<file path="src/rtl/pit_pkg.sv">
`timescale 1ns/1ps
package pit_pkg;
  typedef enum logic [2:0] {
    K_DLYWR  = 3'd0,
    K_NPRD   = 3'd1,
    K_PFRD   = 3'd2,
    K_POSTWR = 3'd3,
    K_MWI    = 3'd4
  } kind_e;

  typedef enum logic [2:0] {
    ST_NONE   = 3'd0,
    ST_OK     = 3'd1,
    ST_MABORT = 3'd2,
    ST_RETRY  = 3'd3,
    ST_DISC   = 3'd4,
    ST_TABORT = 3'd5,
    ST_LTCUT  = 3'd6
  } stat_e;

  typedef enum logic [2:0] {
    S_IDLE    = 3'd0,
    S_ADDR    = 3'd1,
    S_DATA    = 3'd2,
    S_LAST    = 3'd3,
    S_STOPREL = 3'd4,
    S_END     = 3'd5
  } fsm_e;
endpackage

</file>
<file path="src/rtl/pit_dsel_watch.sv">
`timescale 1ns/1ps
// Counts the edges on which the target has not yet claimed the cycle.
module pit_dsel_watch #(
  parameter int LIMIT = 5
) (
  input  logic clk,
  input  logic rst,
  input  logic clr,
  input  logic run,
  input  logic devsel_n,
  output logic seen,
  output logic timeout
);
  localparam int CW = $clog2(LIMIT + 1);

  logic [CW-1:0] cnt;

  always_ff @(posedge clk) begin
    if (rst || clr) begin
      cnt  <= '0;
      seen <= 1'b0;
    end else if (run) begin
      if (!devsel_n)
        seen <= 1'b1;
      else if (!seen && cnt != CW'(LIMIT - 1))
        cnt <= cnt + 1'b1;
    end
  end

  assign timeout = run && !seen && devsel_n && (cnt == CW'(LIMIT - 1));

  // the controller leaves the active states right after an abort
  p_timeout_once_r5: assert property (@(posedge clk) disable iff (rst)
    timeout |=> !timeout);
endmodule

</file>
<file path="src/rtl/pit_lat_timer.sv">
`timescale 1ns/1ps
// Master latency timer: loaded at FRAME# assertion, counts down to zero.
module pit_lat_timer #(
  parameter int LT_W = 8
) (
  input  logic            clk,
  input  logic            rst,
  input  logic            load,
  input  logic            run,
  input  logic [LT_W-1:0] init,
  output logic            zero
);
  logic [LT_W-1:0] cnt;

  always_ff @(posedge clk) begin
    if (rst)
      cnt <= '0;
    else if (load)
      cnt <= init;
    else if (run && cnt != '0)
      cnt <= cnt - 1'b1;
  end

  assign zero = (cnt == '0);

  // between loads the timer never goes up
  p_lt_monotone_r7: assert property (@(posedge clk) disable iff (rst)
    !load |=> cnt <= $past(cnt));
endmodule

</file>
<file path="src/rtl/pit_addr_ctr.sv">
`timescale 1ns/1ps
// Current-DWORD byte address.
module pit_addr_ctr #(
  parameter int ADDR_W = 32
) (
  input  logic              clk,
  input  logic              rst,
  input  logic              load,
  input  logic [ADDR_W-1:0] ld_val,
  input  logic              step,
  output logic [ADDR_W-1:0] addr
);
  localparam logic [ADDR_W-1:0] DW_BYTES = ADDR_W'(4);

  always_ff @(posedge clk) begin
    if (rst)
      addr <= '0;
    else if (load)
      addr <= ld_val;
    else if (step)
      addr <= addr + DW_BYTES;
  end

  // no movement without a completed data phase
  p_addr_hold_r11: assert property (@(posedge clk) disable iff (rst)
    (!load && !step) |=> $stable(addr));
endmodule

</file>
<file path="src/rtl/pci_init_term_ctl.sv">
`timescale 1ns/1ps
module pci_init_term_ctl
  import pit_pkg::*;
#(
  parameter int ADDR_W     = 32,
  parameter int LT_W       = 8,
  parameter int DSEL_LIMIT = 5
) (
  input  logic              clk,
  input  logic              rst,
  input  logic              start,
  input  logic [2:0]        kind,
  input  logic [ADDR_W-1:0] start_addr,
  input  logic [LT_W-1:0]   lt_init,
  input  logic              gnt_n,
  input  logic              devsel_n,
  input  logic              trdy_n,
  input  logic              stop_n,
  input  logic              wbuf_last,
  input  logic              pf_bound,
  output logic              frame_n,
  output logic              irdy_n,
  output logic              done,
  output logic [2:0]        status,
  output logic              resume_req,
  output logic [ADDR_W-1:0] cur_addr
);
  fsm_e  state;
  kind_e kind_q;
  stat_e status_q;
  logic  frame_n_q, irdy_n_q, done_q, resume_q;
  logic  lat_cut_q, any_xfer_q;

  logic accept, active, in_data;
  logic dsel_seen, mabort_hit, lt_zero;
  logic tgt_ok, xfer, tgt_stop;
  logic natural_last, lat_last, go_last;
  stat_e stop_code;

  assign accept  = (state == S_IDLE) && start;
  assign in_data = (state == S_DATA) || (state == S_LAST);
  assign active  = (state == S_ADDR) || in_data;

  pit_dsel_watch #(.LIMIT(DSEL_LIMIT)) u_dsel (
    .clk(clk), .rst(rst), .clr(accept), .run(active),
    .devsel_n(devsel_n), .seen(dsel_seen), .timeout(mabort_hit)
  );

  pit_lat_timer #(.LT_W(LT_W)) u_lt (
    .clk(clk), .rst(rst), .load(accept), .run(active),
    .init(lt_init), .zero(lt_zero)
  );

  pit_addr_ctr #(.ADDR_W(ADDR_W)) u_addr (
    .clk(clk), .rst(rst), .load(accept), .ld_val(start_addr),
    .step(in_data && xfer), .addr(cur_addr)
  );

  // Target lines count only once the cycle has been claimed.
  assign tgt_ok   = dsel_seen || !devsel_n;
  assign xfer     = in_data && !devsel_n && !trdy_n;
  assign tgt_stop = in_data && tgt_ok && !stop_n;

  always_comb begin
    if (!devsel_n)
      stop_code = (xfer || any_xfer_q) ? ST_DISC : ST_RETRY;
    else
      stop_code = ST_TABORT;
  end

  // End condition of the phase being opened, by transaction kind.
  always_comb begin
    case (kind_q)
      K_DLYWR, K_NPRD: natural_last = 1'b1;
      K_PFRD:          natural_last = pf_bound;
      default:         natural_last = wbuf_last;
    endcase
  end

  assign lat_last = ((kind_q == K_PFRD) || (kind_q == K_POSTWR)) && lt_zero && gnt_n;
  assign go_last  = natural_last || lat_last;

  always_ff @(posedge clk) begin
    if (rst) begin
      state      <= S_IDLE;
      kind_q     <= K_DLYWR;
      status_q   <= ST_NONE;
      frame_n_q  <= 1'b1;
      irdy_n_q   <= 1'b1;
      done_q     <= 1'b0;
      resume_q   <= 1'b0;
      lat_cut_q  <= 1'b0;
      any_xfer_q <= 1'b0;
    end else begin
      done_q   <= 1'b0;
      resume_q <= 1'b0;
      case (state)
        S_IDLE: begin
          if (start) begin
            state      <= S_ADDR;
            kind_q     <= kind_e'(kind);
            status_q   <= ST_NONE;
            frame_n_q  <= 1'b0;
            irdy_n_q   <= 1'b1;
            lat_cut_q  <= 1'b0;
            any_xfer_q <= 1'b0;
          end
        end
        S_ADDR: begin
          if (mabort_hit) begin
            state     <= S_END;
            status_q  <= ST_MABORT;
            frame_n_q <= 1'b1;
            irdy_n_q  <= 1'b1;
            done_q    <= 1'b1;
          end else begin
            state     <= go_last ? S_LAST : S_DATA;
            frame_n_q <= go_last;
            irdy_n_q  <= 1'b0;
            lat_cut_q <= !natural_last && lat_last;
          end
        end
        S_DATA, S_LAST: begin
          if (xfer)
            any_xfer_q <= 1'b1;
          if (mabort_hit) begin
            state     <= S_END;
            status_q  <= ST_MABORT;
            frame_n_q <= 1'b1;
            irdy_n_q  <= 1'b1;
            done_q    <= 1'b1;
          end else if (tgt_stop) begin
            status_q <= stop_code;
            if (state == S_DATA) begin
              state     <= S_STOPREL;
              frame_n_q <= 1'b1;
              irdy_n_q  <= 1'b0;
            end else begin
              state     <= S_END;
              frame_n_q <= 1'b1;
              irdy_n_q  <= 1'b1;
              done_q    <= 1'b1;
            end
          end else if (xfer) begin
            if (state == S_LAST) begin
              state     <= S_END;
              status_q  <= lat_cut_q ? ST_LTCUT : ST_OK;
              resume_q  <= lat_cut_q && (kind_q == K_POSTWR);
              frame_n_q <= 1'b1;
              irdy_n_q  <= 1'b1;
              done_q    <= 1'b1;
            end else begin
              state     <= go_last ? S_LAST : S_DATA;
              frame_n_q <= go_last;
              irdy_n_q  <= 1'b0;
              lat_cut_q <= !natural_last && lat_last;
            end
          end
        end
        S_STOPREL: begin
          state     <= S_END;
          frame_n_q <= 1'b1;
          irdy_n_q  <= 1'b1;
          done_q    <= 1'b1;
        end
        default: state <= S_IDLE;
      endcase
    end
  end

  assign frame_n    = frame_n_q;
  assign irdy_n     = irdy_n_q;
  assign done       = done_q;
  assign status     = status_q;
  assign resume_req = resume_q;

  // abort releases both bus lines on the next clock
  p_abort_release_r6: assert property (@(posedge clk) disable iff (rst)
    mabort_hit |=> (frame_n && irdy_n));

  // outcome strobe lasts one clock
  p_done_pulse_r12: assert property (@(posedge clk) disable iff (rst)
    done |=> !done);

  // the transfer of the final phase returns the bus to idle
  p_last_close_r12: assert property (@(posedge clk) disable iff (rst)
    (frame_n && !irdy_n && !trdy_n && !devsel_n) |=> (frame_n && irdy_n));

  // only a posted write ever asks to be resumed
  p_resume_post_r9: assert property (@(posedge clk) disable iff (rst)
    resume_req |-> (done && kind_q == K_POSTWR && status == 3'd6));

  // memory write and invalidate is exempt from the latency cut
  p_mwi_exempt_r8: assert property (@(posedge clk) disable iff (rst)
    (done && kind_q == K_MWI) |-> (status != 3'd6));
endmodule

</file>
<file path="config.mk">
export PLATFORM = sky130hd
export DESIGN_NAME = pci_init_term_ctl
export DESIGN_NICKNAME = d
export VERILOG_FILES = /design/src/rtl/pit_pkg.sv /design/src/rtl/pit_dsel_watch.sv /design/src/rtl/pit_lat_timer.sv /design/src/rtl/pit_addr_ctr.sv /design/src/rtl/pci_init_term_ctl.sv
export SDC_FILE = /design/constraint.sdc
export NUM_CORES = 1
export LEC_CHECK = 0
export ABC_AREA = 1
export BUFFER_PORTS_ARGS = -buffer_cell sky130_fd_sc_hd__clkbuf_2
export CAP_MARGIN = 0
export CORE_ASPECT_RATIO = 1.75
export CORE_UTILIZATION = 40
export DETAILED_ROUTE_END_ITERATION = 8
export PLACE_DENSITY = 0.7
export SYNTH_ARGS = -nofsm -noshare
export SYNTH_HDL_FRONTEND = slang
export SYNTH_HIERARCHICAL = 1
export SYNTH_SLANG_ARGS = --single-unit
</file>
<file path="constraint.sdc">
create_clock -name clk -period 2.6 [get_ports clk]
set_input_delay 0.13 -clock clk [delete_from_list [all_inputs] [get_ports clk]]
set_output_delay 0.13 -clock clk [all_outputs]
set_load 0.01 [all_outputs]
</file>
; ---- Word level (Yosys, flattened, before mapping)
; Cells that the tools add are included.
[totals]
in_bits = 52
register_bits = 59
word_cells = 136
output_inout_bits = 39
[op_classes]
n_bitwise = 4
eq_ne = 18
reduce_logical = 47
muxes = 51
add_sub_neg = 3
[ops]
columns = op, n
row1 = $mux 32, 2
row2 = $mux 3, 15
row3 = $add 32x3->32 const B, 1
row4 = $mux 1, 24
row5 = $mux 8, 2
row6 = $logic_and 1x1->1, 15
row7 = $ne 2x2->1 const B, 7
row8 = $eq 3x2->1 const B, 4
row9 = $pmux 3 s4, 1
row10 = $pmux 3 s3, 1
row11 = $reduce_and 3->1, 3
row12 = $logic_not 8->1, 1
row13 = $ne 4x4->1 const B, 2
row14 = $pmux 1 s4, 2
row15 = $reduce_bool 8->1, 1
row16 = $sub 8x1->8 const B, 1
row17 = $logic_or 1x1->1, 7
row18 = $reduce_and 7->1, 1
row19 = $eq 3x1->1 const B, 2
row20 = $eq 3x3->1 const B, 2
row21 = $logic_not 3->1, 2
row22 = $pmux 1 s3, 2
row23 = $reduce_and 2->1, 3
row24 = $reduce_bool 2->1, 3
row25 = other kinds (10), 19

; ---- Depth between registers and ports, before layout
; Gate-level depths: netlist (run 1).
[depth]
ltp_word = 11
mapped_depth = 13
depth_no_buf = 13

; ---- Cells and area by module
; The synthesis (run 1) kept the hierarchy.
[modules_own_cells]
columns = module, area_per_inst_um2, n_inst, cells_per_inst, seq_area_each_um2
row1 = pit_addr_ctr, 2107.0, 1, 331, 640.6
row2 = pci_init_term_ctl, 895.9, 1, 134, 300.3
row3 = pit_lat_timer, 600.6, 1, 104, 160.2
row4 = pit_dsel_watch, 217.7, 1, 32, 80.1

; ---- Worst setup path after synthesis (run 1)
; Ideal clock, no wire load.
[synth_path]
path_type = register to register
from = reg state[0]
to = reg status_q[1] (netlist: status[1])
stages_incl_launch_ff = 14
arrival_time_ns = 2.085
required_ns = 2.476
period_less_slack_ns = 2.209
slack_ns = 0.391
n_path_buf = 0
setup_time_ns = 0.124
cell_sequence = dfxtp_1 -> nor2_1 -> nor2_1 -> nand2_1 -> nor3_1 -> inv_1 -> nand2_4 -> nand2_1 -> nand2_4 -> nand2_4 -> nor2_4 -> nand3_1 -> nand2_1 -> nor2_2
[synth_via]
elab_cells_between_ends = 26
cone_classes = eq/ne (7) / mux (5) / reduce/logical (14)
[synth_rtl]
columns = element, line
row1 = "start, declared", pci_init_term_ctl.sv:28  ; fsm_e state;
row2 = "start signal, assigned", pci_init_term_ctl.sv:117  ; state <= go_last ? S_LAST : S_DATA;
row3 = "start signal, assigned", pci_init_term_ctl.sv:153  ; state <= go_last ? S_LAST : S_DATA;
row4 = $eq 3x2->1, pci_init_term_ctl.sv:41  ; assign in_data = (state == S_DATA) || (state == S_LAST);
row5 = $logic_or 1x1->1, pci_init_term_ctl.sv:41
row6 = $logic_or 1x1->1 *, pci_init_term_ctl.sv:42  ; assign active = (state == S_ADDR) || in_data;
row7 = named net active, pci_init_term_ctl.sv:34  ; logic accept, active, in_data;
row8 = $logic_and 1x1->1 * (3 in a row), pit_dsel_watch.sv:30  ; assign timeout = run && !seen && devsel_n && (cnt == CW'(LIMIT - 1));
row9 = named net mabort_hit, pci_init_term_ctl.sv:35  ; logic dsel_seen, mabort_hit, lt_zero;
row10 = $ne 4x4->1 (no source line) (tied with other cells), n/a
row11 = $reduce_and 5->1 (no source line) / $pmux 3 s3 (equally long branches), n/a
row12 = "end signal, assigned", pci_init_term_ctl.sv:133  ; status_q <= stop_code;
row13 = "end signal, assigned", pci_init_term_ctl.sv:147  ; status_q <= lat_cut_q ? ST_LTCUT : ST_OK;
row14 = "end, declared", pci_init_term_ctl.sv:30  ; stat_e status_q;
; The timed path passes the listed nets; every way through them passes the cells marked *.
; A chain may end at the register's enable or synchronous reset.

; ---- Worst setup path in the final report (run 1)
[layout_path]
from = reg state[0]
to = reg u_addr.addr[6]
[layout_via]
elab_cells_between_ends = 10
cone_classes = eq/ne (2) / mux (1) / reduce/logical (7)
[layout_rtl]
columns = element, line
row1 = $logic_not 3->1 *, pci_init_term_ctl.sv:40  ; assign accept = (state == S_IDLE) && start;
row2 = $logic_and 1x1->1 *, pci_init_term_ctl.sv:40
row3 = named net accept, pci_init_term_ctl.sv:34
row4 = $mux 32 / $reduce_bool 2->1 (equally long branches), n/a
row5 = "end signal, assigned", pit_addr_ctr.sv:19  ; addr <= ld_val;
row6 = "end signal, assigned", pit_addr_ctr.sv:21  ; addr <= addr + DW_BYTES;
row7 = "end, declared", pit_addr_ctr.sv:11  ; output logic [ADDR_W-1:0] addr
; Marked as above.

==> impl_metrics.prom, run 1 <==
# TYPE chip_impl_metric gauge
chip_impl_info{name="outcome",value="finished, final reports clean"} 1
chip_impl_metric{name="coreArea",unit="sq um"} 9150
chip_impl_metric{name="finalSetupViolations",unit=""} 0
chip_impl_info{name="worst_path_max_delay_cell",value="sky130_fd_sc_hd__nor2_1"} 1
chip_impl_metric{name="finalWirelength",unit="um"} 11200
chip_impl_metric{name="pin_count_of_the_biggest_net_entering_global_routing",unit=""} 24
chip_impl_metric{name="synth-seq-area-share",unit=""} 0.309
chip_impl_metric{name="synthesis.yosys.warnings",unit=""} 6
chip_impl_metric{name="p_leak",unit="nW"} 2.12
chip_impl_metric{name="vias",unit=""} 4262
chip_impl_metric{name="count_of_antenna_diodes_in_the_layout",unit=""} 0
chip_impl_metric{name="via_per_inst",unit=""} 5.20
chip_impl_metric{name="min_period",unit="ns"} 2.28
chip_impl_metric{name="start_util",unit=""} 0.418
chip_impl_metric{name="total_setup_buffers_inserted_after_cts",unit=""} 0
chip_impl_metric{name="route.antenna.remaining_nets",unit=""} 0
chip_impl_metric{name="worstRegToRegCells",unit=""} 8
chip_impl_metric{name="dieHeight",unit="um"} 131
chip_impl_metric{name="max_freq",unit="GHz"} 0.439
chip_impl_metric{name="cts.sink_count",unit=""} 59
chip_impl_metric{name="holdPathStages",unit=""} 3
chip_impl_metric{name="crit_buf_inv",unit=""} 2
chip_impl_info{name="cts_tree",value="yes"} 1
chip_impl_info{name="hold_path.startpoint",value="start_addr[1]"} 1
chip_impl_metric{name="syn_to_final_growth",unit="%"} 22.6
chip_impl_info{name="endpoint_kind",value="flip-flop"} 1
chip_impl_metric{name="globalplace.congestion",unit=""} 0.889
chip_impl_info{name="crit_path_cell_trace",value="nor2_1, nand2_1, nor2_4, inv_1, nand2_1, inv_1, o211ai_1, a31oi_1"} 1
chip_impl_metric{name="p_total",unit="mW"} 4.48
chip_impl_metric{name="nFillCells",unit=""} 955
chip_impl_metric{name="clkLatencyLatePin",unit="ns"} 0.34
chip_impl_info{name="layout_common_cells",value="sky130_fd_sc_hd__nand2_1 (170), sky130_fd_sc_hd__clkbuf_2 (90), sky130_fd_sc_hd__inv_1 (65), sky130_fd_sc_hd__nor2_1 (65), sky130_fd_sc_hd__nand3_1 (60)"} 1
chip_impl_metric{name="grt_first_pass_wirelength",unit="um"} 18400
chip_impl_info{name="grt_setup_unrepaired",value="no"} 1
chip_impl_metric{name="die_area",unit="sq um"} 9960
chip_impl_metric{name="cts_repair_resized_insts",unit=""} 0
chip_impl_metric{name="violation_count_after_the_first_detailed_routing_iteration",unit=""} 237
chip_impl_metric{name="cts-root-to-sink-buffers",unit=""} 2
chip_impl_metric{name="final_layout_size_suffix_gt1_frac",unit=""} 0.217
chip_impl_metric{name="postCtsHoldBufs",unit=""} 0
chip_impl_metric{name="max_cap_viol_count",unit=""} 0
chip_impl_metric{name="synth-edff-count",unit=""} 0
chip_impl_info{name="worst_hold_path.endpoint",value="u_addr/addr[1]$_SDFFE_PP0P_"} 1
chip_impl_metric{name="first_global_vias",unit=""} 4228
chip_impl_info{name="timing.critical_path.from_type",value="flip-flop"} 1
chip_impl_metric{name="timing.final.max_slew_violations",unit=""} 0
chip_impl_info{name="clock-root-buffer",value="sky130_fd_sc_hd__clkbuf_16"} 1
chip_impl_metric{name="min_period_over_period",unit=""} 0.875
chip_impl_metric{name="required",unit="ns"} 2.79
chip_impl_metric{name="grt_antenna_before_repair",unit=""} 0
chip_impl_metric{name="reg2reg_setup_slack",unit="ns"} 0.32
chip_impl_info{name="reg2reg_end",value="u_addr/addr[6]$_SDFFE_PP0N_"} 1
chip_impl_info{name="crit_type",value="reg -> reg"} 1
chip_impl_metric{name="tightest_slew",unit="ns"} 0.818
chip_impl_info{name="path_delay_family",value="simple AND/OR/NAND/NOR gates"} 1
chip_impl_metric{name="post_layout_nonfiller_instances",unit=""} 820
chip_impl_metric{name="ctsHtreeMaxLevel",unit=""} 3
chip_impl_metric{name="final.setup_skew",unit="ns"} 0.00867
chip_impl_metric{name="area_of_the_mapped_netlist",unit="sq um"} 3820
chip_impl_metric{name="cp_max_fo",unit=""} 23
chip_impl_metric{name="max_stage_delay",unit="ns"} 0.39
chip_impl_metric{name="clk_pin_slew",unit="ns"} 0.05
chip_impl_metric{name="cp.arrival",unit="ns"} 2.47
chip_impl_metric{name="synth_async_reset_ratio",unit=""} 0
chip_impl_metric{name="power_density",unit="nW/um^2"} 957
chip_impl_metric{name="timing.setup.tns",unit="ns"} 0
chip_impl_metric{name="avgSynthCellArea",unit="sq um"} 6.36
chip_impl_metric{name="ports",unit=""} 91
chip_impl_metric{name="hold_viol_final",unit=""} 0
chip_impl_metric{name="drc",unit=""} 0
chip_impl_metric{name="die_width",unit="um"} 75.9
chip_impl_info{name="leading_register_cell_type_out_of_synthesis",value="sky130_fd_sc_hd__dfxtp_1"} 1
chip_impl_info{name="layout_commonest_cell",value="sky130_fd_sc_hd__nand2_1"} 1
chip_impl_metric{name="peakVddDrop",unit="mV"} 0.489
chip_impl_metric{name="drt_pre_antenna_iters",unit=""} 5
chip_impl_metric{name="globalRouteOverflowTotal",unit=""} 0
chip_impl_metric{name="num_rows",unit=""} 46
chip_impl_info{name="worstReg2RegStart",value="state[0]$_SDFFE_PP0P_"} 1
chip_impl_metric{name="route.detailed.wl_per_inst",unit="um"} 13.7
chip_impl_metric{name="ys_types",unit=""} 36
chip_impl_metric{name="dp.cells",unit=""} 805
chip_impl_metric{name="track_usage",unit=""} 0.241
chip_impl_metric{name="dpl.hpwl",unit="um"} 8580
chip_impl_metric{name="portBuffers",unit=""} 90
chip_impl_info{name="hold_class",value="in -> reg"} 1
chip_impl_metric{name="num-nets-final",unit=""} 753
chip_impl_metric{name="syn_inst",unit=""} 601
chip_impl_metric{name="cts_made_buffers",unit=""} 9
chip_impl_metric{name="synth.ff_latch_count",unit=""} 59
chip_impl_metric{name="postSynthNetCount",unit=""} 658
chip_impl_metric{name="rel_slew_slack",unit=""} 0.454
[registers in the layout (all words and copies together), names as in the netlist]
register	cells
resume_req	1
state	3
frame_n	1
any_xfer_q	1
lat_cut_q	1
u_dsel/cnt	3
u_lt/cnt	8
u_dsel/seen	1
kind_q	3
status	3
irdy_n	1
done	1
u_addr/addr	32
[synthesized netlist by cell type, types with 2 or more instances]
cell	number	area (sq um)
sky130_fd_sc_hd__nand2_4	7	78.8
sky130_fd_sc_hd__inv_1	65	244
sky130_fd_sc_hd__clkbuf_1	7	26.3
sky130_fd_sc_hd__a31oi_1	5	31.3
sky130_fd_sc_hd__o21ai_0	21	105
sky130_fd_sc_hd__inv_2	4	15.0
sky130_fd_sc_hd__nor2_4	9	101
sky130_fd_sc_hd__xnor2_1	2	17.5
sky130_fd_sc_hd__dfxtp_1	59	1180
sky130_fd_sc_hd__and2_1	3	18.8
sky130_fd_sc_hd__buf_2	5	25.0
sky130_fd_sc_hd__o2111ai_1	2	17.5
sky130_fd_sc_hd__nor4_1	2	12.5
sky130_fd_sc_hd__a21oi_1	40	200
sky130_fd_sc_hd__o21bai_1	2	15.0
sky130_fd_sc_hd__xor2_1	5	43.8
sky130_fd_sc_hd__nor2_1	66	248
sky130_fd_sc_hd__nand4_1	6	37.5
sky130_fd_sc_hd__ha_1	5	62.6
sky130_fd_sc_hd__nor2_2	8	50.1
sky130_fd_sc_hd__nand3_1	60	300
sky130_fd_sc_hd__nand2_2	8	50.1
sky130_fd_sc_hd__or2_1	3	18.8
sky130_fd_sc_hd__nor3_1	5	25.0
sky130_fd_sc_hd__a22oi_1	20	150
sky130_fd_sc_hd__nand2_1	170	638
sky130_fd_sc_hd__o211ai_1	3	22.5
[worst min-delay path, stage by stage]
cell and delay (ns):
sky130_fd_sc_hd__clkbuf_2 0.08, sky130_fd_sc_hd__nor2_1 0.03, sky130_fd_sc_hd__nor2_1 0.08
[layout make-up]
class	instances	area [sq um]	area share
clock buffer	12	246	0.0526
clock inverter	3	15.0	0.00321
inverter	70	264	0.0564
multi-input combinational	458	2320	0.495
sequential	59	1180	0.252
tap	120	150	0.0321
timing repair buffer	98	510	0.109
[power breakdown]
part           total (mW)  internal, mW  switching [mW]
combinational        2.00         0.736            1.26
clock                1.07         0.659           0.408
sequential           1.41          1.14           0.274
total                4.48          2.54            1.95
[per-stage QoR]
stage	hold WS [ns]	util	setup WS, ns	cell area (sq um)
3_5_place_dp	0.364	0.483	0.348	4420
3_3_place_gp	0.358	0.483	0.431	4420
6_report	0.0268	0.512	0.324	4680
2_1_floorplan	0.199	-	0.391	3820
4_1_cts	0.0150	0.512	0.331	4680
5_1_grt	0.0391	0.512	0.102	4680
[layer usage]
metal / vias up / GRT usage / routed length (um)
met1: 1966 / 0.243 / 4220
met4: 0 / 0.131 / 427
met2: 128 / 0.431 / 6060
met5: - / 0 / 0
li1: 2135 / - / -
met3: 33 / 0.0583 / 514
[cell families (layout without fill, tap and decap cells)]
logic type                 Yosys count  in the layout  synth area share
buffers and inverters               84            183            0.0864
DFF                                 59             59             0.309
adders and majority gates            5              5            0.0164
and+or+nand+nor                    351            351             0.427
xor gates and xnor gates             7              7            0.0160
AOI/OAI and AO/OA                   95             95             0.145
[how the worst max path moves through the flow]
stage                                      from                          end  slack [ns]  depth (start not counted)
final                     state[0]$_SDFFE_PP0P_  u_addr/addr[6]$_SDFFE_PP0N_        0.32                          8
after global routing      state[0]$_SDFFE_PP0P_  u_addr/addr[6]$_SDFFE_PP0N_        0.10                          8
after CTS                 state[0]$_SDFFE_PP0P_  u_addr/addr[6]$_SDFFE_PP0N_        0.33                          8
after detailed placement  state[0]$_SDFFE_PP0P_  u_addr/addr[6]$_SDFFE_PP0N_        0.35                          8
after global placement    state[1]$_SDFFE_PP0P_  u_addr/addr[6]$_SDFFE_PP0N_        0.43                          8
after floorplan           state[0]$_SDFFE_PP0P_       status[1]$_SDFFE_PP0P_        0.39                         13
No activity file was read; power rests on OpenSTA's default activity.
==> inputs of run 2 (changes only) <==
--- a/config.mk
+++ b/config.mk
@@ -11,2 +11,3 @@
 export CORE_ASPECT_RATIO = 1.75
+export CORE_MARGIN = 4
 export CORE_UTILIZATION = 40
--- a/constraint.sdc
+++ b/constraint.sdc
@@ -3,2 +3,2 @@
 set_output_delay 0.13 -clock clk [all_outputs]
-set_load 0.01 [all_outputs]
+set_load 0.05 [all_outputs]
==> run 2 against run 1 <==
First-iteration DRC count down 13%. Count of clock-buffer cells in the layout unchanged. Register-to-register slack better by 0.07 ns. Global-route usage down 1.3 points. Setup slack better by 0.073 ns. Clock skew down 0.0032 ns. Critical path depth down 1. Utilization down 0.58 points. Largest cell class unchanged.
==> impl_metrics.prom, run 2 (same netlist as run 1, synthesis figures left out) <==
# TYPE chip_impl_metric gauge
chip_impl_metric{name="max_cap_viol_count",unit=""} 0
chip_impl_metric{name="rel_slew_slack",unit=""} 0.460
chip_impl_info{name="outcome",value="finished, final reports clean"} 1
chip_impl_metric{name="largest_register_ffs",unit=""} 32
chip_impl_metric{name="clkLatencyLatePin",unit="ns"} 0.33
chip_impl_metric{name="via_per_inst",unit=""} 5.15
chip_impl_metric{name="tightest_slew",unit="ns"} 0.809
chip_impl_metric{name="start_util",unit=""} 0.406
chip_impl_info{name="timing.critical_path.from_type",value="flip-flop"} 1
chip_impl_metric{name="cts-root-to-sink-buffers",unit=""} 2
chip_impl_metric{name="cp.arrival",unit="ns"} 2.46
chip_impl_metric{name="power_density",unit="nW/um^2"} 1080
chip_impl_metric{name="min_period",unit="ns"} 2.20
chip_impl_info{name="grt_setup_unrepaired",value="no"} 1
chip_impl_metric{name="final.setup_skew",unit="ns"} 0.00549
chip_impl_metric{name="die_area",unit="sq um"} 11200
chip_impl_metric{name="violation_count_after_the_first_detailed_routing_iteration",unit=""} 206
chip_impl_metric{name="pin_count_of_the_biggest_net_entering_global_routing",unit=""} 31
chip_impl_metric{name="grt_antenna_before_repair",unit=""} 0
chip_impl_metric{name="peakVddDrop",unit="mV"} 0.440
chip_impl_metric{name="drt_pre_antenna_iters",unit=""} 5
chip_impl_metric{name="num_rows",unit=""} 47
chip_impl_metric{name="max_freq",unit="GHz"} 0.454
chip_impl_metric{name="num-nets-final",unit=""} 754
chip_impl_metric{name="hold_viol_final",unit=""} 0
chip_impl_info{name="crit_type",value="reg -> reg"} 1
chip_impl_metric{name="cts_repair_resized_insts",unit=""} 0
chip_impl_metric{name="timing.final.max_slew_violations",unit=""} 0
chip_impl_metric{name="worstRegToRegCells",unit=""} 7
chip_impl_metric{name="cts.sink_count",unit=""} 59
chip_impl_metric{name="first_global_vias",unit=""} 4352
chip_impl_metric{name="grt_first_pass_wirelength",unit="um"} 19700
chip_impl_metric{name="cts_made_buffers",unit=""} 9
chip_impl_info{name="largest_registers",value="u_addr/addr: 32 flops, u_lt/cnt: 8 flops"} 1
chip_impl_metric{name="globalplace.congestion",unit=""} 0.982
chip_impl_metric{name="timing.setup.tns",unit="ns"} 0
chip_impl_info{name="hold_class",value="in -> reg"} 1
chip_impl_info{name="endpoint_kind",value="flip-flop"} 1
chip_impl_metric{name="route.antenna.remaining_nets",unit=""} 0
chip_impl_info{name="largest_register_by_flop_count",value="u_addr/addr"} 1
chip_impl_metric{name="finalSetupViolations",unit=""} 0
chip_impl_metric{name="die_width",unit="um"} 81.9
chip_impl_metric{name="required",unit="ns"} 2.86
chip_impl_info{name="clock-root-buffer",value="sky130_fd_sc_hd__clkbuf_16"} 1
chip_impl_metric{name="cp_max_fo",unit=""} 23
chip_impl_metric{name="clk_pin_slew",unit="ns"} 0.05
chip_impl_info{name="layout_commonest_cell",value="sky130_fd_sc_hd__nand2_1"} 1
chip_impl_metric{name="syn_to_final_growth",unit="%"} 24.6
chip_impl_metric{name="coreArea",unit="sq um"} 9410
chip_impl_metric{name="ports",unit=""} 91
chip_impl_metric{name="dieHeight",unit="um"} 137
chip_impl_metric{name="ctsHtreeMaxLevel",unit=""} 3
chip_impl_metric{name="drc",unit=""} 0
chip_impl_metric{name="postCtsHoldBufs",unit=""} 0
chip_impl_metric{name="track_usage",unit=""} 0.229
chip_impl_metric{name="portBuffers",unit=""} 90
chip_impl_metric{name="total_setup_buffers_inserted_after_cts",unit=""} 0
chip_impl_info{name="cts_tree",value="yes"} 1
chip_impl_metric{name="count_of_antenna_diodes_in_the_layout",unit=""} 0
chip_impl_metric{name="p_total",unit="mW"} 5.15
chip_impl_info{name="layout_common_cells",value="sky130_fd_sc_hd__nand2_1 (170), sky130_fd_sc_hd__clkbuf_2 (90), sky130_fd_sc_hd__inv_1 (65), sky130_fd_sc_hd__nor2_1 (65), sky130_fd_sc_hd__nand3_1 (60)"} 1
chip_impl_metric{name="holdPathStages",unit=""} 3
chip_impl_metric{name="final_layout_size_suffix_gt1_frac",unit=""} 0.221
chip_impl_metric{name="finalWirelength",unit="um"} 12300
chip_impl_metric{name="globalRouteOverflowTotal",unit=""} 0
chip_impl_metric{name="vias",unit=""} 4246
chip_impl_metric{name="p_leak",unit="nW"} 2.15
chip_impl_metric{name="route.detailed.wl_per_inst",unit="um"} 14.9
chip_impl_metric{name="min_period_over_period",unit=""} 0.847
chip_impl_metric{name="dpl.hpwl",unit="um"} 9490
==> run 2: cell types whose count changed in the layout (fill, tap and decap cells not counted), sizes merged <==
cell,previous run,this run
bufinv,0,2
clkinv,4,2
buf,8,9
clkinvlp,0,1
==> run 2: worst paths after layout <==
kind | startpoint | to | slack (ns)
worst min-delay path | kind[1] | kind_q[1]$_SDFFE_PP0P_ | 0.03
worst min register to register | kind_q[0]$_SDFFE_PP0P_ | resume_req$_SDFF_PP0_ | 0.47
worst max-delay path | state[2]$_SDFFE_PP0P_ | u_addr/addr[6]$_SDFFE_PP0N_ | 0.40
worst max register to register | state[2]$_SDFFE_PP0P_ | u_addr/addr[6]$_SDFFE_PP0N_ | 0.40
==> run 2: per-stage QoR <==
step / hold WS (ns) / cells / setup WS (ns) / utilization / cell area, sq um
floorplan: 0.199 / 601 / 0.391 / - / 3820
global placement: 0.355 / 808 / 0.475 / 0.471 / 4430
detailed placement: 0.367 / 808 / 0.394 / 0.471 / 4430
CTS: 0.0191 / 824 / 0.396 / 0.506 / 4760
global route: 0.0484 / 824 / 0.235 / 0.506 / 4760
finish: 0.0320 / 824 / 0.398 / 0.506 / 4760
==> run 2: layout make-up <==
class                           instances  area [sq um]
Fill cell                            1014          4650
Multi-Input combinational cell        458          2320
Sequential cell                        59          1180
Timing Repair Buffer                   99           518
Inverter                               70           264
Clock buffer                           12           256
Tap cell                              122           153
Clock inverter                          4          72.6
==> run 2: metal layers <==
| layer | global-route usage | wire, um | up-vias |
|---|---|---|---|
| met2 | 0.441 | 6790 | 137 |
| met4 | 0.126 | 586 | 0 |
| met3 | 0.0458 | 554 | 41 |
| met1 | 0.215 | 4330 | 1927 |
| li1 | - | - | 2141 |
| met5 | 0 | 0 | - |
==> run 2: critical path: stages (launching register included) <==
cell	delay [ns]
sky130_fd_sc_hd__dfxtp_1	0.44
sky130_fd_sc_hd__nor2_8	0.23
sky130_fd_sc_hd__nand2_2	0.12
sky130_fd_sc_hd__inv_1	0.22
sky130_fd_sc_hd__nand2_1	0.14
sky130_fd_sc_hd__inv_1	0.62
sky130_fd_sc_hd__o211ai_1	0.19
sky130_fd_sc_hd__a31oi_1	0.16
==> run 2: report_power, final <==
group          internal, mW  switching, mW  leakage [nW]  total (mW)
Combinational         0.747           1.67          1.50        2.42
Clock                 0.889          0.428         0.159        1.32
Sequential             1.14          0.267         0.485        1.41
Total                  2.78           2.37          2.15        5.15
==> inputs of run 3 (changes only) <==
Clock period 2.6 ns to 2.1 ns, I/O delays scaled along.
==> run 3 against run 2 <==
Power grew 21%. Largest power group unchanged. Via count rose by 1.2%. Worst hold slack worse by 0.011 ns. Global-route usage is 0.81 points lower. Setup slack worse by 0.14 ns. First-iteration DRC count increased by 4.4%. Clock skew is 0.0014 ns higher. Register-to-register slack worse by 0.14 ns. Design area rose by 0.34%. Cell count is 0.36% higher. Die area is the same. Clock power grew 9%. Largest cell class unchanged.
==> impl_metrics.prom, run 3 (same netlist as run 1, synthesis figures left out) <==
# TYPE chip_impl_metric gauge
chip_impl_metric{name="timing.final.max_slew_violations",unit=""} 0
chip_impl_metric{name="finalSetupViolations",unit=""} 0
chip_impl_metric{name="max_stage_delay",unit="ns"} 0.59
chip_impl_metric{name="pin_count_of_the_biggest_net_entering_global_routing",unit=""} 26
chip_impl_info{name="cts_tree",value="yes"} 1
chip_impl_metric{name="tightest_slew",unit="ns"} 0.524
chip_impl_metric{name="num_rows",unit=""} 47
chip_impl_metric{name="nFillCells",unit=""} 961
chip_impl_metric{name="cts-root-to-sink-buffers",unit=""} 2
chip_impl_metric{name="layout.cell_area.non_filler",unit="sq um"} 4780
chip_impl_metric{name="largest_register_ffs",unit=""} 32
chip_impl_metric{name="finish.utilization",unit=""} 0.508
chip_impl_info{name="worst_path_max_delay_cell",value="sky130_fd_sc_hd__dfxtp_1"} 1
chip_impl_metric{name="timing.setup.tns",unit="ns"} 0
chip_impl_metric{name="min_period_over_period",unit=""} 0.879
chip_impl_metric{name="grt_first_pass_wirelength",unit="um"} 18900
chip_impl_info{name="grt_setup_unrepaired",value="no"} 1
chip_impl_metric{name="grt_antenna_before_repair",unit=""} 0
chip_impl_metric{name="start_util",unit=""} 0.406
chip_impl_metric{name="coreArea",unit="sq um"} 9410
chip_impl_metric{name="vias",unit=""} 4296
chip_impl_metric{name="portBuffers",unit=""} 90
chip_impl_info{name="hold_class",value="in -> reg"} 1
chip_impl_metric{name="cts.sink_count",unit=""} 59
chip_impl_metric{name="peakVddDrop",unit="mV"} 0.564
chip_impl_metric{name="final.setup_skew",unit="ns"} 0.00684
chip_impl_metric{name="p_leak",unit="nW"} 2.16
chip_impl_metric{name="ctsHtreeMaxLevel",unit=""} 3
chip_impl_metric{name="multiInputGateArea",unit="sq um"} 2320
chip_impl_metric{name="cts_made_buffers",unit=""} 9
chip_impl_metric{name="required",unit="ns"} 2.30
chip_impl_metric{name="max_freq",unit="GHz"} 0.542
chip_impl_metric{name="clk_pin_slew",unit="ns"} 0.05
chip_impl_metric{name="violation_count_after_the_first_detailed_routing_iteration",unit=""} 215
chip_impl_metric{name="final_layout_size_suffix_gt1_frac",unit=""} 0.224
chip_impl_metric{name="min_period",unit="ns"} 1.85
chip_impl_metric{name="count_of_antenna_diodes_in_the_layout",unit=""} 0
chip_impl_metric{name="route.antenna.remaining_nets",unit=""} 0
chip_impl_info{name="largest_registers",value="u_addr/addr: 32 flops, u_lt/cnt: 8 flops"} 1
chip_impl_metric{name="power_density",unit="nW/um^2"} 1300
chip_impl_metric{name="final.setup.worst_slack",unit="ns"} 0.253
chip_impl_metric{name="clkLatencyLatePin",unit="ns"} 0.34
chip_impl_metric{name="die_width",unit="um"} 81.9
chip_impl_info{name="largest_register_by_flop_count",value="u_addr/addr"} 1
chip_impl_metric{name="hold_viol_final",unit=""} 0
chip_impl_metric{name="first_global_vias",unit=""} 4176
chip_impl_metric{name="drc",unit=""} 0
chip_impl_info{name="layout_commonest_cell",value="sky130_fd_sc_hd__nand2_1"} 1
chip_impl_metric{name="total_setup_buffers_inserted_after_cts",unit=""} 0
chip_impl_info{name="crit_path_cell_trace",value="nor2_2, nand2_1, nor3_2, buf_4, o22ai_1, nor2_4, or2_1, nand2_1, nor2_2"} 1
chip_impl_metric{name="die_area",unit="sq um"} 11200
chip_impl_metric{name="route.detailed.wl_per_inst",unit="um"} 14.3
chip_impl_metric{name="placed_instance_area",unit="sq um"} 4470
chip_impl_info{name="clock-root-buffer",value="sky130_fd_sc_hd__clkbuf_16"} 1
chip_impl_info{name="crit_type",value="reg -> reg"} 1
chip_impl_metric{name="place_ws",unit="ns"} 0.281
chip_impl_metric{name="drt_pre_antenna_iters",unit=""} 5
chip_impl_metric{name="max_cap_viol_count",unit=""} 0
chip_impl_metric{name="cp_max_fo",unit=""} 8
chip_impl_metric{name="track_usage",unit=""} 0.221
chip_impl_metric{name="finalWirelength",unit="um"} 11800
chip_impl_metric{name="cp.arrival",unit="ns"} 2.05
chip_impl_metric{name="globalplace.congestion",unit=""} 0.923
chip_impl_info{name="endpoint_kind",value="flip-flop"} 1
chip_impl_metric{name="dpl.hpwl",unit="um"} 9200
chip_impl_metric{name="dieHeight",unit="um"} 137
chip_impl_metric{name="rel_slew_slack",unit=""} 0.651
chip_impl_metric{name="globalRouteOverflowTotal",unit=""} 0
chip_impl_metric{name="ports",unit=""} 91
chip_impl_info{name="layout_common_cells",value="sky130_fd_sc_hd__nand2_1 (170), sky130_fd_sc_hd__clkbuf_2 (90), sky130_fd_sc_hd__inv_1 (65)"} 1
chip_impl_metric{name="num-nets-final",unit=""} 759
chip_impl_metric{name="area.sequential",unit="sq um"} 1180
chip_impl_metric{name="p_total",unit="mW"} 6.23
chip_impl_info{name="outcome",value="finished, final reports clean"} 1
chip_impl_metric{name="syn_to_final_growth",unit="%"} 25.0
chip_impl_info{name="timing.critical_path.from_type",value="flip-flop"} 1
chip_impl_metric{name="via_per_inst",unit=""} 5.19
-- run 3: cell types whose count changed in the layout (fill, tap and decap cells not counted), sizes merged --
cell         delta
clkinvlp        -1
dlygate4sd3     +2
clkinv          +1
buf             +3
bufinv          -1
clkbuf          -1
-- run 3: final timing paths --
path | depth (start not counted) | end | from | slack, ns
setup / recovery | 9 | status[1]$_SDFFE_PP0P_ | state[2]$_SDFFE_PP0P_ | 0.25
hold / removal | 3 | u_addr/addr[0]$_SDFFE_PP0P_ | start_addr[0] | 0.02
setup reg to reg | 9 | status[1]$_SDFFE_PP0P_ | state[2]$_SDFFE_PP0P_ | 0.25
hold reg to reg | 2 | resume_req$_SDFF_PP0_ | kind_q[0]$_SDFFE_PP0P_ | 0.48
-- run 3: final cells by class --
type,count,share of cell area
clock buffer,11,0.0508
clock inverter,3,0.00838
inverter,70,0.0553
multi-input combinational,458,0.487
sequential,59,0.247
tap,122,0.0319
timing repair buffer,104,0.120
-- run 3: routing by layer --
| layer | part of all wire | track usage |
|---|---|---|
| met5 | 0 | 0 |
| met4 | 0.067 | 0.171 |
| met3 | 0.057 | 0.0399 |
| met2 | 0.52 | 0.390 |
| met1 | 0.36 | 0.220 |
-- run 3: per-stage QoR --
stage,cells,hold slack [ns]
after floorplan,601,0.174
after global placement,811,0.332
after detailed placement,811,0.342
after CTS,827,0.00234
after global routing,827,0.0452
final,827,0.0213
-- run 3: critical path, delay by kind of cell, from the launching register on --
family          cells  cell delay, ns
compound gates      1            0.30
simple gates        7            0.67
flops               1            0.59
buf+inv             1            0.15
-- run 3: timing repair --
| item | CTS | global route |
|---|---|---|
| hold buffers | 2 | 0 |
| endpoints found under the setup margin | 0 | 4 |
| endpoints found under the hold margin | 2 | 0 |
| resized for setup | 0 | 2 |
-- run 3: power breakdown --
part	internal (mW)	switching [mW]
clock network	0.932	0.507
registers	1.41	0.337
logic	0.966	2.07
total	3.31	2.92
